File: config.mk
export PLATFORM = sky130hd
export DESIGN_NAME = tx_stamp_store
export DESIGN_NICKNAME = d
export VERILOG_FILES = /design/src/rtl/tx_stamp_store.sv
export SDC_FILE = /design/constraint.sdc
export NUM_CORES = 1
export LEC_CHECK = 0
export ABC_AREA = 1
export BUFFER_PORTS_ARGS = -buffer_cell sky130_fd_sc_hd__buf_4
export CAP_MARGIN = 30
export CORE_ASPECT_RATIO = 1.75
export CORE_MARGIN = 2
export CORE_UTILIZATION = 54
export CTS_CLUSTER_DIAMETER = 50
export DETAILED_ROUTE_END_ITERATION = 10
export GPL_TIMING_DRIVEN = 1
export PLACE_DENSITY = 0.76
export SLEW_MARGIN = 20
export SYNTH_ARGS = -nofsm -noshare
export SYNTH_HDL_FRONTEND = slang
export SYNTH_SLANG_ARGS = --single-unit
File: constraint.sdc
create_clock -name clk -period 2.4 [get_ports clk]
set_input_delay 0.48 -clock clk [delete_from_list [all_inputs] [get_ports clk]]
set_output_delay 0.48 -clock clk [all_outputs]
set_load 0.02 [all_outputs]
File: src/rtl/tx_stamp_store.sv
module tx_stamp_store #(
  parameter int NUM_PORTS = 2,
  parameter int NUM_SLOTS = 4,
  parameter int STAMP_LSB = 0,
  localparam int PW = (NUM_PORTS > 1) ? $clog2(NUM_PORTS) : 1,
  localparam int SW = (NUM_SLOTS > 1) ? $clog2(NUM_SLOTS) : 1
) (
  input  logic          clk,
  input  logic          rst_n,
  input  logic          cap_req,
  input  logic [PW-1:0] cap_port,
  input  logic [SW-1:0] cap_slot,
  input  logic [63:0]   timer_in,
  input  logic          reg_rd,
  input  logic          reg_wr,
  input  logic          reg_bank,
  input  logic [PW-1:0] reg_port,
  input  logic [SW-1:0] reg_slot,
  input  logic [31:0]   reg_wdata,
  output logic [31:0]   reg_rdata,
  output logic          drop_flag
);
  localparam int DEPTH = NUM_PORTS * NUM_SLOTS;
  localparam int IW = (DEPTH > 1) ? $clog2(DEPTH) : 1;

  logic [39:0]      stamp_q [DEPTH];
  logic [DEPTH-1:0] vld_q;
  logic [IW-1:0]    cap_idx, reg_idx;
  logic             cap_take, cap_miss, clr;

  assign cap_idx  = IW'(cap_port) * IW'(NUM_SLOTS) + IW'(cap_slot);
  assign reg_idx  = IW'(reg_port) * IW'(NUM_SLOTS) + IW'(reg_slot);
  assign cap_take = cap_req && !vld_q[cap_idx];
  assign cap_miss = cap_req &&  vld_q[cap_idx];
  assign clr      = reg_wr && (reg_wdata == 32'd0);

  always_ff @(posedge clk)
    if (cap_take) stamp_q[cap_idx] <= timer_in[STAMP_LSB +: 40];

  always_ff @(posedge clk) begin
    if (!rst_n) begin
      vld_q     <= '0;
      drop_flag <= 1'b0;
    end else begin
      if (clr)      vld_q[reg_idx] <= 1'b0;
      if (cap_take) vld_q[cap_idx] <= 1'b1;
      if (cap_miss) drop_flag      <= 1'b1;
    end
  end

  always_ff @(posedge clk) begin
    if (!rst_n)
      reg_rdata <= '0;
    else if (reg_rd) begin
      if (!vld_q[reg_idx])
        reg_rdata <= '0;
      else if (reg_bank)
        reg_rdata <= {1'b1, 23'd0, stamp_q[reg_idx][39:32]};
      else
        reg_rdata <= stamp_q[reg_idx][31:0];
    end
  end

  a_r1_capture_sets_valid: assert property (@(posedge clk) disable iff (!rst_n)
    cap_take |=> vld_q[$past(cap_idx)]);

  a_r6_zero_write_empties: assert property (@(posedge clk) disable iff (!rst_n)
    (clr && !(cap_req && cap_idx == reg_idx)) |=> !vld_q[$past(reg_idx)]);

  a_r7_nonzero_write_inert: assert property (@(posedge clk) disable iff (!rst_n)
    (reg_wr && reg_wdata != 32'd0 && !cap_req) |=> $stable(vld_q));

  a_r8_drop_sets_flag: assert property (@(posedge clk) disable iff (!rst_n)
    cap_miss |=> drop_flag);

  a_r8_flag_sticky: assert property (@(posedge clk) disable iff (!rst_n)
    drop_flag |=> drop_flag);

  a_r5_empty_reads_zero: assert property (@(posedge clk) disable iff (!rst_n)
    (reg_rd && !vld_q[reg_idx]) |=> reg_rdata == 32'd0);

  a_r4_rdata_holds: assert property (@(posedge clk) disable iff (!rst_n)
    (!reg_rd && !$past(!rst_n)) |=> $stable(reg_rdata));
endmodule

==> qor.csv <==
metric,value,unit
fin_crit_sh,80.7,%
clk_pin_slew,0.07,ns
syn_inst,1481,
yosys_register_bits,361,
rsz0062_at_grt,no,
antenna_found_initial,1,
synth_mux_area_share,0,%
dr.pass1.iters,5,
vdd_drop_max,0.703,mV
fp.dieW,131,microns
syn_area,15200,sq um
path_cells,"inv_1, nand2_1, o211ai_1, nand2_1, nor2_2, nand4_1, clkinvlp_4, buf_4",
crit_top_cell,nand2_1,
clock_sinks,361,
post-cts-setup-buffer-count,0,
grt_start_max_net_pins,93,
clock_tree.root_cell,clkbuf_16,
rows,81,
gp_congestion,0.893,
hold_viol_final,0,
worst_pin_slew,0.558,ns
num_io_pins,141,
drtIter0Drc,995,
yosysTopAreaCell,edfxtp_1,
crit_path_end_kind,flop,
numCtsBuffers,30,
area_delta_synth_final,15.8,%
cp.required,2.68,ns
fmax,0.516,GHz
worstPathArrival,2.21,ns
initial_core_util,54.6,%
p_switching,2.75,mW
ys_types,28,
min_period,1.94,ns
clockBufferDepth,3,
drc_errors,0,
final_layout_size_suffix_gt1_share,14.0,%
grt_pass1_wl,54.1,mm
dieArea,29600,sq um
synth_top_area_share,63.2,%
finalPower,12.4,mW
mostFrequentLayoutCells,"nand2_1 (610), edfxtp_1 (320), buf_4 (147), inv_1 (140), nand3_1 (98)",
cts_hold_buf,0,
critPathMaxStageDelay,0.33,ns
final_util,63.2,%
grt_use_total,24.2,%
vias_per_cell,5.29,
swShare,22.1,%
overflow,0,
fp.coreArea,27900,sq um
hpwl,21.5,mm
tritoncts,yes,
ys_warn_count,0,
synth_xor_area_share,0,%
p_leak,7.27,nW
die_y,226,microns
io_buffers,116,
worst_path_max_delay_cell,dfxtp_1,
ant_nets,0,
yosysSeqAreaShare,68.6,%
combinationalPowerShare,7.3,%
synthAdderAreaFrac,0,%
syn_nets,1589,
drv_cap,0,
vias,10591,
hold_class,primary input to flop,
fin_tns_setup,0,ns
holdWs,0.141,ns
avgSynthCellArea,10.3,sq um
cp_max_fo,9,
power.internal,9.70,mW
skew,0.0135,ns
fin_nets,1714,
synth_area_leaders,"edfxtp_1 (63%), nand2_1 (15%), dfxtp_1 (5.4%), inv_1 (3.7%), nand3_1 (3.2%)",
worstSkewPairLatency,0.57,ns
outcome,completed,
finalWirelength,35.2,mm
clock_power_share,36.6,%
ctsHtreeMaxLevel,1,
report.final.setup_viol,0,
synthSimpleGateAreaFrac,20.4,%
seq_power_share,56.1,%
wl_per_cell,17.6,microns
cts_resized,0,
start_kind,flop,
power_density,707,nW/um^2
layout_commonest_cell,nand2_1,
path_class,flop to flop,
maxSlewViolCount,0,
synth_top_family_by_area,simple AND/OR/NAND/NOR gates,
relSlewSlack,62.6,%
placed_cells,1947,
synth_compound_area_share,4.30,%
final_cells,2001,
grt_pass1_vias,10593,
## kinds of logic after synthesis
family                 count (synthesis)
AND/OR/NAND/NOR                      768
flip-flops                           361
buffers and inverters                224
AO/OA/AOI/OAI                        128
## sequential cells by signal, summed over array words and instances, names as in the netlist
signal / flops
stamp_q: 320
reg_rdata: 32
vld_q: 8
drop_flag: 1
## per-layer routing
| layer | vias up | GRT usage, % | routed length (microns) |
|---|---|---|---|
| met5 | - | 0 | 0 |
| met4 | 0 | 12.4 | 1360 |
| met3 | 90 | 3.34 | 2210 |
| met2 | 410 | 43.9 | 18900 |
| met1 | 5003 | 27.4 | 12800 |
| li1 | 5088 | - | - |
## area by class of cell
class	count	area, sq um
Timing Repair Buffer	164	1440
Tap cell	373	467
Clock inverter	16	118
Antenna cell	1	2.50
Clock buffer	37	787
Sequential cell	361	10400
Fill cell	2128	10300
Multi-Input combinational cell	896	3750
Inverter	153	609
## critical path, delay by kind of cell, from the launching register on
kind,cells,cell delay (ns)
compound gates,1,0.08
simple gates,4,0.63
flops,1,0.33
buf+inv,3,0.60
## synthesized netlist by cell type
library cell  count
inv_2             3
dfxtp_1          41
nor3_1            5
nor2_4            1
nand2_2           1
nand4_1          11
nor2_8            2
buf_8             1
inv_1           148
buf_6            14
nor2_1           35
o211ai_1          1
o21ai_1          27
and2_0            1
nand2_1         610
clkbuf_1         14
clkinv_1          1
edfxtp_1        320
inv_4             1
nand3_1          98
buf_4             7
nand3b_1          1
nor2_2            2
buf_2            35
a21oi_1          87
or2_2             1
o21ai_0          12
a21oi_4           1
## power by group through the flow
stage / registers [mW] / logic, mW / clock network (mW)
floorplan: 7.13 / 0.501 / 0
global placement: 7.12 / 0.873 / 0
detailed placement: 7.12 / 0.900 / 0
CTS: 6.99 / 0.906 / 4.62
global route: 6.99 / 0.995 / 4.84
finish: 6.99 / 0.904 / 4.55
## through the flow
stage	area, sq um	setup slack (ns)
2_1_floorplan	15200	0.193
3_3_place_gp	16700	0.122
3_5_place_dp	16700	0.100
4_1_cts	17600	0.489
5_1_grt	17600	0.312
6_report	17600	0.463
## final timing paths
path	end	slack (ns)	start	depth (start not counted)
hold reg to reg	reg_rdata[27]	0.46	reg_rdata[27]	2
hold / removal	stamp_q[1][21]	0.14	timer_in[21]	1
setup reg to reg	stamp_q[4][1]	0.46	vld_q[5]	8
setup / recovery	stamp_q[4][1]	0.46	vld_q[5]	8
No activity file was read; power rests on OpenSTA's default activity.
